File: config.mk
export PLATFORM = sky130hd
export DESIGN_NAME = mfm_codec
export DESIGN_NICKNAME = d
export VERILOG_FILES = /design/src/rtl/mfm_pkg.sv /design/src/rtl/mfm_rst_sync.sv /design/src/rtl/mfm_cell_timer.sv /design/src/rtl/mfm_encoder.sv /design/src/rtl/mfm_decoder.sv /design/src/rtl/mfm_codec.sv
export SDC_FILE = /design/constraint.sdc
export NUM_CORES = 1
export LEC_CHECK = 0
export BUFFER_PORTS_ARGS = -buffer_cell sky130_fd_sc_hd__buf_2
export CORE_ASPECT_RATIO = 0.7
export CORE_MARGIN = 1
export CORE_UTILIZATION = 44
export DETAILED_ROUTE_END_ITERATION = 10
export GPL_TIMING_DRIVEN = 0
export PLACE_DENSITY = 0.65
export SYNTH_ARGS = -nofsm -noshare
export SYNTH_HDL_FRONTEND = slang
export SYNTH_SLANG_ARGS = --single-unit
File: constraint.sdc
create_clock -name clk -period 3.1 [get_ports clk]
set_clock_uncertainty 0.15 [all_clocks]
set_input_delay 0 -clock clk [delete_from_list [all_inputs] [get_ports clk]]
set_output_delay 0 -clock clk [all_outputs]
set_load 0.02 [all_outputs]
File: src/rtl/mfm_pkg.sv
package mfm_pkg;

  typedef enum logic [1:0] {
    SLOT_EDGE  = 2'd0,
    SLOT_CLOCK = 2'd1,
    SLOT_DATA  = 2'd2
  } mfm_slot_e;

  // Classify a phase count into the half of the cell it belongs to.
  function automatic mfm_slot_e mfm_slot(input int unsigned phase, input int unsigned half);
    if (phase == 0)         return SLOT_EDGE;
    else if (phase <= half) return SLOT_CLOCK;
    else                    return SLOT_DATA;
  endfunction

endpackage

File: src/rtl/mfm_rst_sync.sv
module mfm_rst_sync (
  input  logic clk,
  input  logic rst_n_in,
  output logic rst_n_out
);

  logic [1:0] sync_q;

  always_ff @(posedge clk or negedge rst_n_in) begin
    if (!rst_n_in) sync_q <= 2'b00;
    else           sync_q <= {sync_q[0], 1'b1};
  end

  assign rst_n_out = sync_q[1];

endmodule

File: src/rtl/mfm_cell_timer.sv
module mfm_cell_timer #(
  parameter int CELL_CLKS = 8,
  parameter int PH_W      = $clog2(CELL_CLKS)
) (
  input  logic            clk,
  input  logic            rst_n,
  input  logic            en,
  output logic [PH_W-1:0] ph,
  output logic            cell_start
);

  localparam logic [PH_W-1:0] PH_LAST = PH_W'(CELL_CLKS - 1);

  logic [PH_W-1:0] ph_q, ph_d;

  always_comb begin
    if (!en)                ph_d = '0;
    else if (ph_q == PH_LAST) ph_d = '0;
    else                    ph_d = ph_q + PH_W'(1);
  end

  always_ff @(posedge clk or negedge rst_n) begin
    if (!rst_n) ph_q <= '0;
    else        ph_q <= ph_d;
  end

  assign ph         = ph_q;
  assign cell_start = en && (ph_q == '0);

  AST_PHASE_HELD_OFF: assert property (@(posedge clk) disable iff (!rst_n)
    !$past(en) |-> (ph_q == '0));

endmodule

File: src/rtl/mfm_encoder.sv
module mfm_encoder #(
  parameter int DATA_W    = 8,
  parameter int CELL_CLKS = 8,
  parameter int PH_W      = $clog2(CELL_CLKS)
) (
  input  logic              clk,
  input  logic              rst_n,
  input  logic              en,
  input  logic [PH_W-1:0]   ph,
  input  logic              cell_start,
  input  logic              in_valid,
  input  logic [DATA_W-1:0] in_data,
  output logic              in_ready,
  output logic              wr_pulse
);

  localparam int              HALF    = CELL_CLKS / 2;
  localparam int              CNT_W   = $clog2(DATA_W + 1);
  localparam logic [PH_W-1:0] PH_ONE  = PH_W'(1);
  localparam logic [PH_W-1:0] PH_TWO  = PH_W'(2);
  localparam logic [PH_W-1:0] PH_HALF = PH_W'(HALF);
  localparam logic [CNT_W-1:0] CNT_FULL = CNT_W'(DATA_W - 1);

  logic [DATA_W-1:0] hold_q, hold_d;
  logic              hold_vld_q, hold_vld_d;
  logic [DATA_W-1:0] shift_q, shift_d;
  logic [CNT_W-1:0]  left_q, left_d;
  logic              cur_q, cur_d;
  logic              prev_q, prev_d;
  logic              pulse_q, pulse_d;
  logic              accept;

  assign in_ready = !hold_vld_q && (left_q == '0);
  assign accept   = in_valid && in_ready;

  always_comb begin
    hold_d     = hold_q;
    hold_vld_d = hold_vld_q;
    shift_d    = shift_q;
    left_d     = left_q;
    cur_d      = cur_q;
    prev_d     = prev_q;

    if (accept) begin
      hold_d     = in_data;
      hold_vld_d = 1'b1;
    end

    if (cell_start) begin
      prev_d = cur_q;
      if (left_q != '0) begin
        cur_d   = shift_q[DATA_W-1];
        shift_d = shift_q << 1;
        left_d  = left_q - CNT_W'(1);
      end else if (hold_vld_q) begin
        cur_d      = hold_q[DATA_W-1];
        shift_d    = hold_q << 1;
        left_d     = CNT_FULL;
        hold_vld_d = 1'b0;
      end else begin
        cur_d = 1'b0;
      end
    end

    pulse_d = en && (((ph == PH_ONE) && !cur_q && !prev_q) ||
                     ((ph == PH_HALF) && cur_q));
  end

  always_ff @(posedge clk or negedge rst_n) begin
    if (!rst_n) begin
      hold_q     <= '0;
      hold_vld_q <= 1'b0;
      shift_q    <= '0;
      left_q     <= '0;
      cur_q      <= 1'b1;
      prev_q     <= 1'b1;
      pulse_q    <= 1'b0;
    end else begin
      hold_q     <= hold_d;
      hold_vld_q <= hold_vld_d;
      shift_q    <= shift_d;
      left_q     <= left_d;
      cur_q      <= cur_d;
      prev_q     <= prev_d;
      pulse_q    <= pulse_d;
    end
  end

  assign wr_pulse = pulse_q;

  AST_PULSE_ONE_CYCLE: assert property (@(posedge clk) disable iff (!rst_n)
    wr_pulse |=> !wr_pulse);

  AST_QUIET_WHEN_OFF: assert property (@(posedge clk) disable iff (!rst_n)
    !$past(en) |-> !wr_pulse);

  AST_ONE_HAS_NO_CLOCK: assert property (@(posedge clk) disable iff (!rst_n)
    (en && (ph == PH_TWO) && cur_q) |-> !wr_pulse);

  AST_ACCEPT_FILLS_SLOT: assert property (@(posedge clk) disable iff (!rst_n)
    (in_valid && in_ready) |=> !in_ready);

endmodule

File: src/rtl/mfm_decoder.sv
module mfm_decoder #(
  parameter int DATA_W    = 8,
  parameter int CELL_CLKS = 8,
  parameter int PH_W      = $clog2(CELL_CLKS)
) (
  input  logic              clk,
  input  logic              rst_n,
  input  logic              en,
  input  logic [PH_W-1:0]   ph,
  input  logic              cell_start,
  input  logic              rd_pulse,
  output logic              out_valid,
  output logic [DATA_W-1:0] out_data,
  output logic              code_err
);
  import mfm_pkg::*;

  localparam int               HALF     = CELL_CLKS / 2;
  localparam int               BIT_W    = $clog2(DATA_W);
  localparam logic [BIT_W-1:0] BIT_LAST = BIT_W'(DATA_W - 1);

  logic              started_q, started_d;
  logic              seen_clk_q, seen_clk_d;
  logic              seen_dat_q, seen_dat_d;
  logic              prev_q, prev_d;
  logic [DATA_W-1:0] shift_q, shift_d;
  logic [BIT_W-1:0]  cnt_q, cnt_d;
  logic              valid_q, valid_d;
  logic [DATA_W-1:0] data_q, data_d;
  logic              err_q, err_d;
  mfm_slot_e         slot;

  assign slot = mfm_slot(32'(ph), HALF);

  always_comb begin
    started_d  = started_q;
    seen_clk_d = seen_clk_q;
    seen_dat_d = seen_dat_q;
    prev_d     = prev_q;
    shift_d    = shift_q;
    cnt_d      = cnt_q;
    data_d     = data_q;
    valid_d    = 1'b0;
    err_d      = 1'b0;

    if (!en) begin
      started_d  = 1'b0;
      seen_clk_d = 1'b0;
      seen_dat_d = 1'b0;
      prev_d     = 1'b1;
      cnt_d      = '0;
    end else if (cell_start) begin
      started_d  = 1'b1;
      seen_clk_d = 1'b0;
      seen_dat_d = 1'b0;
      if (started_q) begin
        err_d   = seen_clk_q != (!seen_dat_q && !prev_q);
        prev_d  = seen_dat_q;
        shift_d = {shift_q[DATA_W-2:0], seen_dat_q};
        if (cnt_q == BIT_LAST) begin
          cnt_d   = '0;
          valid_d = 1'b1;
          data_d  = {shift_q[DATA_W-2:0], seen_dat_q};
        end else begin
          cnt_d = cnt_q + BIT_W'(1);
        end
      end
    end else if (rd_pulse) begin
      if (slot == SLOT_CLOCK) seen_clk_d = 1'b1;
      if (slot == SLOT_DATA)  seen_dat_d = 1'b1;
    end
  end

  always_ff @(posedge clk or negedge rst_n) begin
    if (!rst_n) begin
      started_q  <= 1'b0;
      seen_clk_q <= 1'b0;
      seen_dat_q <= 1'b0;
      prev_q     <= 1'b1;
      shift_q    <= '0;
      cnt_q      <= '0;
      valid_q    <= 1'b0;
      data_q     <= '0;
      err_q      <= 1'b0;
    end else begin
      started_q  <= started_d;
      seen_clk_q <= seen_clk_d;
      seen_dat_q <= seen_dat_d;
      prev_q     <= prev_d;
      shift_q    <= shift_d;
      cnt_q      <= cnt_d;
      valid_q    <= valid_d;
      data_q     <= data_d;
      err_q      <= err_d;
    end
  end

  assign out_valid = valid_q;
  assign out_data  = data_q;
  assign code_err  = err_q;

  AST_BYTE_STROBE_SINGLE: assert property (@(posedge clk) disable iff (!rst_n)
    out_valid |=> !out_valid);

  AST_ERR_ONLY_AT_CLOSE: assert property (@(posedge clk) disable iff (!rst_n)
    code_err |-> (ph == PH_W'(1)));

endmodule

File: src/rtl/mfm_codec.sv
module mfm_codec #(
  parameter int CELL_CLKS = 500,
  parameter int DATA_W    = 8
) (
  input  logic              clk,
  input  logic              rst_n,
  input  logic              enable,
  input  logic              in_valid,
  output logic              in_ready,
  input  logic [DATA_W-1:0] in_data,
  output logic              wr_pulse,
  input  logic              rd_pulse,
  output logic              out_valid,
  output logic [DATA_W-1:0] out_data,
  output logic              code_err
);

  localparam int PH_W = $clog2(CELL_CLKS);

  logic            rst_n_s;
  logic [PH_W-1:0] enc_ph, dec_ph;
  logic            enc_start, dec_start;

  mfm_rst_sync u_rst_sync (
    .clk       (clk),
    .rst_n_in  (rst_n),
    .rst_n_out (rst_n_s)
  );

  mfm_cell_timer #(.CELL_CLKS(CELL_CLKS), .PH_W(PH_W)) u_enc_timer (
    .clk        (clk),
    .rst_n      (rst_n_s),
    .en         (enable),
    .ph         (enc_ph),
    .cell_start (enc_start)
  );

  mfm_cell_timer #(.CELL_CLKS(CELL_CLKS), .PH_W(PH_W)) u_dec_timer (
    .clk        (clk),
    .rst_n      (rst_n_s),
    .en         (enable),
    .ph         (dec_ph),
    .cell_start (dec_start)
  );

  mfm_encoder #(.DATA_W(DATA_W), .CELL_CLKS(CELL_CLKS), .PH_W(PH_W)) u_encoder (
    .clk        (clk),
    .rst_n      (rst_n_s),
    .en         (enable),
    .ph         (enc_ph),
    .cell_start (enc_start),
    .in_valid   (in_valid),
    .in_data    (in_data),
    .in_ready   (in_ready),
    .wr_pulse   (wr_pulse)
  );

  mfm_decoder #(.DATA_W(DATA_W), .CELL_CLKS(CELL_CLKS), .PH_W(PH_W)) u_decoder (
    .clk        (clk),
    .rst_n      (rst_n_s),
    .en         (enable),
    .ph         (dec_ph),
    .cell_start (dec_start),
    .rd_pulse   (rd_pulse),
    .out_valid  (out_valid),
    .out_data   (out_data),
    .code_err   (code_err)
  );

endmodule

==> results.ini, run 1 <==
[run_status]
status=finished, final reports clean

[sta]
relSlewSlack=0.449
tightest_slew_ps=827
slew_viol_final=0
hold_viol_final=0
rsz0062_at_grt=false
fmax_mhz=379
min_period_ps=2640
period_share=0.850
tns_ps=0
setup_violations=0

[global_route]
grt_pass1_vias=2028
grt-ovfl-total=0
grt_max_degree=66
grt_use_total=0.171
antenna_found_initial=0
grt_pass1_wl_um=9470

[clock_network]
path_clk_slew_ps=60
cts.htree.levels=3
cts_setup_buffers=0
cts-buffers-inserted=9
root_buffer=clkbuf_8
clk_path_buf_depth=2
tritoncts=done
clk_latency_ps=330
clock_sinks=67

[critical_path]
worstPathRequired_ps=3150
worstSetupPathType=reg -> reg
cp_max_fo=10
crit_path_top_delay_cell=dlygate4sd3_1
crit_chain=inv_1 > ha_1 > or3b_1 > buf_6 > nor2_8 > nand2_4 > mux2_2 > dlygate4sd3_1
end_kind=flip-flop
crit_arrival_ps=2690
slowest_delay_ps=560
startpoint_type=flip-flop

[pwr]
p_total_mw=2.32
peakVddDrop_uv=286
powerDensity_nw_per_um2=618
p_leak_nw=1.82

[synth]
synth_most_common_cell=dfrtp_1
yosysWarnings=0
synth_seq_cells=67
synth_edf_count=0
synth_seq_area_share=0.543
syn_avg_cell_area_um2=11.5
synth_top_cell_by_area=dfrtp_1
synth_top_area_frac=0.518
syn-cell-area_um2=3090
synth_cells=268
synth_cell_type_count=50
synth_nets=292
synth_common_cells=64 x dfrtp_1, 26 x nor2_1, 25 x mux2_2
synth_area_leaders=dfrtp_1 52%, mux2_2 9.1%, ha_1 4.4%
synth_ff_type=dfrtp_1
ys_async_sr_fraction=1.00

[drt]
drt-pass1-iter-count=4
wl_per_cell_um=13.1
avgViaCountPerCell=5.01
drt_iter0_markers=80
detail-route-antenna-nets=0
drt-total-wl_um=5520
drc=0
vias=2109

[layout]
syn2layout_area_growth_pct=21.0
fin_util=0.552
antenna_cells=0
drive_gt1_frac=0.235
nNetsFinal=347
fin_area_um2=3740

[floorplanning]
rows=25
core_area_um2=6790
die_height_um=72.2
fp.dieW_um=102
start_util=0.456
fp.dieArea_um2=7380
ios=25

[flow_run]
cap_viol_max_count=0

[place]
detailed_place.area_um2=3340
hpwl_um=3520
numPortBuffers=24
gp_congestion=0.760

[worst_hold_path]
hp-class=in -> reg

[repair_timing]
item / in CTS / in global routing
endpoints found under the hold margin: 13 / 0
hold buffers: 20 / 0
resized for setup: 0 / 0
endpoints found under the setup margin: 0 / 0
[routing by layer]
metal | global-route usage | up-vias | routed length [um]
met3 | 0.0520 | 2 | 172
li1 | - | 1040 | -
met1 | 0.237 | 1041 | 2850
met5 | 0 | - | 0
met2 | 0.257 | 26 | 2460
met4 | 0.0524 | 0 | 26
[registers in the layout, indices dropped and copies added, names as in the netlist]
register              count
u_decoder.seen_dat_q      1
u_encoder.cur_q           1
u_encoder.prev_q          1
u_encoder.wr_pulse        1
u_decoder.prev_q          1
u_dec_timer.ph            9
u_enc_timer.ph            9
u_encoder.hold_vld_q      1
u_encoder.hold_q          8
u_decoder.out_data        8
u_encoder.left_q          4
u_decoder.shift_q         7
u_decoder.started_q       1
u_decoder.out_valid       1
u_encoder.shift_q         7
u_decoder.cnt_q           3
u_rst_sync.sync_q         2
u_decoder.code_err        1
u_decoder.seen_clk_q      1
[cell families after synthesis]
group,Yosys count,synth area share
and+or+nand+nor,82,0.153
DFF,67,0.543
other,1,0.00121
buffers and inverters,21,0.0319
adders and majority gates,11,0.0445
AOI/OAI and AO/OA,43,0.0817
xor gates and xnor gates,11,0.0311
muxes,32,0.114
[stage by stage]
step,cells,hold WS [ps],setup WS [ps]
after floorplan,268,-446,951
after detailed placement,386,-361,1010
final,421,111,464
after global routing,421,104,317
after global placement,386,-364,170
after CTS,421,104,456
[worst max-delay path, delay by kind of cell (launching register included)]
kind / cells / cell delay [ps]
flip-flops: 1 / 380
AND/OR/NAND/NOR: 3 / 650
buffers and inverters: 3 / 850
multiplexers: 1 / 290
adder cells (fa/ha/maj): 1 / 200
[power breakdown]
part	switching [mW]	internal, mW	leakage, nW
sequential	0.102	1.01	0.891
clock	0.301	0.472	0.104
combinational	0.193	0.236	0.830
total	0.596	1.72	1.82
[layout by cell type, fill, tap and decap left out, types with 3 or more instances in the layout]
cell type      synthesis  layout
o21ai_1                3       3
ha_1                  11      11
mux2i_1                7       7
inv_1                 14      14
dfrtp_1               64      63
and3_1                 3       3
xor2_1                 5       5
nand4_1                5       5
dlygate4sd3_1          0      20
nor2_1                26      26
xnor2_1                6       6
clkbuf_8               0      10
nand3_1                9       9
mux2_2                25      25
buf_2                  1      25
o21ai_0               20      20
clkbuf_1               3       6
dfstp_2                3       3
nor2b_1                3       3
a21oi_1                6       6
nand2_1               15      15
[layout make-up]
cell class	count	area [um2]
Sequential cell	67	1680
Clock buffer	13	149
Inverter	14	52.6
Tap cell	94	118
Buffer	7	46.3
Clock inverter	2	60.1
Timing Repair Buffer	44	320
Fill cell	615	3040
Multi-Input combinational cell	180	1320
[worst paths after layout]
check	to	startpoint	cells past startpoint	slack, ps
min in group asynchronous	u_encoder.hold_q[2]	u_rst_sync.sync_q[1]	0	290
max in group asynchronous	u_decoder.cnt_q[1]	u_rst_sync.sync_q[1]	0	1980
setup / recovery	u_encoder.hold_q[2]	u_encoder.left_q[0]	8	460
hold reg to reg	u_rst_sync.sync_q[1]	u_rst_sync.sync_q[0]	0	210
hold / removal	u_decoder.cnt_q[1]	enable	4	110
setup reg to reg	u_encoder.hold_q[2]	u_encoder.left_q[0]	8	460
Power figures use the tool's default switching activity.
==> inputs of run 2 (changes only) <==
--- a/config.mk
+++ b/config.mk
@@ -7,2 +7,4 @@
 export LEC_CHECK = 0
+export ABC_AREA = 1
+export ABC_CLOCK_PERIOD_IN_PS = 3100
 export BUFFER_PORTS_ARGS = -buffer_cell sky130_fd_sc_hd__buf_2
@@ -13,3 +15,3 @@
 export GPL_TIMING_DRIVEN = 0
-export PLACE_DENSITY = 0.65
+export PLACE_DENSITY = 0.64
 export SYNTH_ARGS = -nofsm -noshare
--- a/constraint.sdc
+++ b/constraint.sdc
@@ -4,2 +4,2 @@
 set_output_delay 0 -clock clk [all_outputs]
-set_load 0.02 [all_outputs]
+set_load 0.05 [all_outputs]
==> run 2 against run 1 <==
- register-to-register slack got worse by 50 ps
- cell count grew 32%
- utilization rose by 0.70 points
- clock power increased by 19%
- global-route usage grew 1.4 points
- non-clock buffer count is 8 higher
- flip-flop and latch count unchanged
- largest power group unchanged
==> results.ini, run 2 <==
[sta]
tightest_slew_ps=826  ; was 827 ps
slew_viol_final=0  ; unchanged
tns_ps=0  ; unchanged
period_share=0.868  ; was 0.850
rsz0062_at_grt=false  ; unchanged
hold_viol_final=0  ; unchanged
relSlewSlack=0.449  ; about the same
fmax_mhz=372  ; was 379 MHz
min_period_ps=2690  ; was 2640 ps
setup_violations=0  ; unchanged
setup_slack_ps=410  ; was 464 ps

[pwr]
p_int_mw=1.88  ; was 1.72 mW
seqPwrFrac=0.422  ; was 0.481
p_switching_mw=0.778  ; was 0.596 mW
swShare=0.292  ; was 0.257
p_leak_nw=2.10  ; was 1.82 nW
clockPowerShare=0.344  ; was 0.334
p_comb_frac=0.234  ; was 0.185
powerDensity_nw_per_um2=654  ; was 618 nW/um2
peakVddDrop_uv=358  ; was 286 uV

[clock_network]
clk_path_buf_depth=2  ; unchanged
tritoncts=done  ; unchanged
clock_sinks=67  ; unchanged
cts-buffers-inserted=9  ; unchanged
root_buffer=clkbuf_8  ; unchanged
clk_latency_ps=340  ; was 330 ps
path_clk_slew_ps=70  ; was 60 ps
cts.htree.levels=3  ; unchanged
cts-resized-gates=0  ; unchanged

[layout]
final_common_cell=nand2_1  ; was dfrtp_1
drive_gt1_frac=0.157  ; was 0.235
nNetsFinal=478  ; was 347
layout_common_cells=114 x nand2_1, 63 x dfrtp_1, 47 x nor2_1, 39 x inv_1  ; was 63 x dfrtp_1, 26 x nor2_1, 25 x buf_2, 25 x mux2_2
seq_area_um2=1680  ; unchanged
multiInputGateArea_um2=1410  ; was 1320 um2
fillers=704  ; was 615
antenna_cells=0  ; unchanged
syn2layout_area_growth_pct=23.2  ; was 21.0%

[floorplanning]
start_util=0.453  ; was 0.456
die_height_um=74.5  ; was 72.2 um
rows=26  ; was 25
fp.dieArea_um2=7870  ; was 7380 um2
ios=25  ; unchanged
core_area_um2=7290  ; was 6790 um2
fp.dieW_um=106  ; was 102 um

[place]
hpwl_um=4270  ; was 3520 um
numPortBuffers=24  ; unchanged
gp_congestion=0.806  ; was 0.760
place_ws_ps=1370  ; was 1010 ps

[critical_path]
worstPathRequired_ps=3180  ; was 3150 ps
crit_path_top_delay_cell=dlygate4sd3_1  ; unchanged
slowest_delay_ps=570  ; was 560 ps
crit_chain=inv_1 > ha_1 > nand3_4 > inv_4 > nand2_4 > nor2_1 > dlygate4sd3_1 > a21oi_2 > dlygate4sd3_1  ; was inv_1 > ha_1 > or3b_1 > buf_6 > nor2_8 > nand2_4 > mux2_2 > dlygate4sd3_1
startpoint=u_encoder.left_q[0]  ; unchanged
timing.rr.start=u_encoder.left_q[0]  ; unchanged
cp_max_fo=6  ; was 10
startpoint_type=flip-flop  ; unchanged
worstSetupPathType=reg -> reg  ; unchanged
end_kind=flip-flop  ; unchanged
cpMostUsedCell=dlygate4sd3_1
crit_arrival_ps=2770  ; was 2690 ps

[synth]
synth_most_common_cell=nand2_1  ; was dfrtp_1
synth-simple-area-share=0.316  ; was 0.153
ys_async_sr_fraction=1.00  ; unchanged
synth-compound-area-share=0.0492  ; was 0.0817
synth_top_area_frac=0.485  ; was 0.518
synth_adder_area_share=0.0417  ; was 0.0445
synth_seq_cells=67  ; unchanged
synth_area_leaders=dfrtp_1 48%, nand2_1 13%, nor2_1 5.3%  ; was dfrtp_1 52%, mux2_2 9.1%, ha_1 4.4%
muxShareOfSynthArea=0  ; was 0.114
synth_edf_count=0  ; unchanged
syn-cell-area_um2=3300  ; was 3090 um2
synth_seq_area_share=0.509  ; was 0.543
synth_xor_xnor_area_share=0.0186  ; was 0.0311
synth_top_cell_by_area=dfrtp_1  ; unchanged
synth_nets=417  ; was 292
syn_avg_cell_area_um2=8.41  ; was 11.5 um2
synth_ff_type=dfrtp_1  ; unchanged
synth_cells=393  ; was 268
yosysWarnings=0  ; unchanged
synth_common_cells=114 x nand2_1, 64 x dfrtp_1, 47 x nor2_1  ; was 64 x dfrtp_1, 26 x nor2_1, 25 x mux2_2
synth_top_family_by_area=simple AND/OR/NAND/NOR gates  ; unchanged
synth_cell_type_count=34  ; was 50

[drt]
drc=0  ; unchanged
wl_per_cell_um=11.8  ; was 13.1 um
drt-total-wl_um=6570  ; was 5520 um
drt_iter0_markers=107  ; was 80
detail-route-antenna-nets=0  ; unchanged
vias=2681  ; was 2109
drt-pass1-iter-count=4  ; unchanged
avgViaCountPerCell=4.81  ; was 5.01

[flow_run]
cap_viol_max_count=0  ; unchanged

[worst_hold_path]
holdCritStartpoint=u_rst_sync.sync_q[0]  ; was enable
hp-class=reg -> reg  ; was in -> reg

[global_route]
grt-ovfl-total=0  ; unchanged
grt_pass1_vias=2487  ; was 2028
antenna_found_initial=0  ; unchanged
grt_max_degree=66  ; unchanged
grt_use_total=0.184  ; was 0.171
grt_pass1_wl_um=11300  ; was 9470 um

[run_status]
status=finished, final reports clean  ; unchanged

## run 2: cell types whose count changed in the layout (fill, tap and decap cells not counted), moves of 5 or more
| cell | before | now |
|---|---|---|
| a21oi_2 | 0 | 6 |
| dlygate4sd3_1 | 20 | 26 |
| inv_1 | 14 | 39 |
| mux2_2 | 25 | 0 |
| mux2i_1 | 7 | 0 |
| nand2_1 | 15 | 114 |
| nand3_1 | 9 | 25 |
| nand4_1 | 5 | 20 |
| nor2_1 | 26 | 47 |
| o21ai_0 | 20 | 15 |
## run 2: kinds of logic after synthesis
kind of cell             count (synthesis)
flip-flops                              67
AND/OR/NAND/NOR                        228
XOR/XNOR                                 7
adder cells (fa/ha/maj)                 11
AO/OA/AOI/OAI                           28
other                                    1
buffers and inverters                   51
## run 2: cell type report
cell class | count | share of cell area
buffer | 9 | 0.0135
tap | 98 | 0.0301
sequential | 67 | 0.414
inverter | 42 | 0.0393
clock buffer | 12 | 0.0406
timing repair buffer | 50 | 0.0934
multi-input combinational | 275 | 0.346
clock inverter | 4 | 0.0234
## run 2: critical path, delay by kind of cell, from the launching register on
kind,cells,cell delay [ps]
AOI/OAI and AO/OA,1,30
adders and majority gates,1,290
DFF,1,380
and+or+nand+nor,3,310
buffers and inverters,4,1390
## run 2: path summary, 6_finish.rpt
path	endpoint	slack, ps	cells after the start
setup / recovery	u_encoder.hold_q[1]	410	9
hold / removal	u_rst_sync.sync_q[1]	210	0
setup reg to reg	u_encoder.hold_q[1]	410	9
hold reg to reg	u_rst_sync.sync_q[1]	210	0
max in group asynchronous	u_encoder.hold_q[3]	1980	0
min in group asynchronous	u_encoder.wr_pulse	280	0
## run 2: timing repair
item	in CTS	in global routing
setup buffers	0	0
hold endpoints to repair	17	0
hold buffers	26	0
## run 2: power groups by stage
stage                     Sequential (mW)  Combinational, mW  Clock (mW)
after global routing                 1.15              0.709       0.978
after global placement               1.14              0.523           0
final                                1.12              0.623       0.917
after floorplan                      1.12              0.426           0
after detailed placement             1.14              0.533           0
after CTS                            1.12              0.617       0.949
## run 2: through the flow
| step | area [um2] | hold WS (ps) | total power [mW] | cells | utilization |
|---|---|---|---|---|---|
| after floorplan | 3300 | -446 | 1.55 | 393 | - |
| after global placement | 3550 | -364 | 1.66 | 515 | 0.487 |
| after detailed placement | 3550 | -362 | 1.67 | 515 | 0.487 |
| after CTS | 4070 | 209 | 2.69 | 557 | 0.559 |
| after global routing | 4070 | 228 | 2.83 | 557 | 0.559 |
| final | 4070 | 212 | 2.66 | 557 | 0.559 |
## run 2: layer usage
layer  share of wire  global-route usage  up-vias  wire (um)
met5               0                   0        -          0
met4           0.012              0.0509        0         76
met3           0.035              0.0666        8        231
met2            0.46               0.286       47       3000
met1            0.50               0.247     1244       3270
li1                -                   -     1382          -
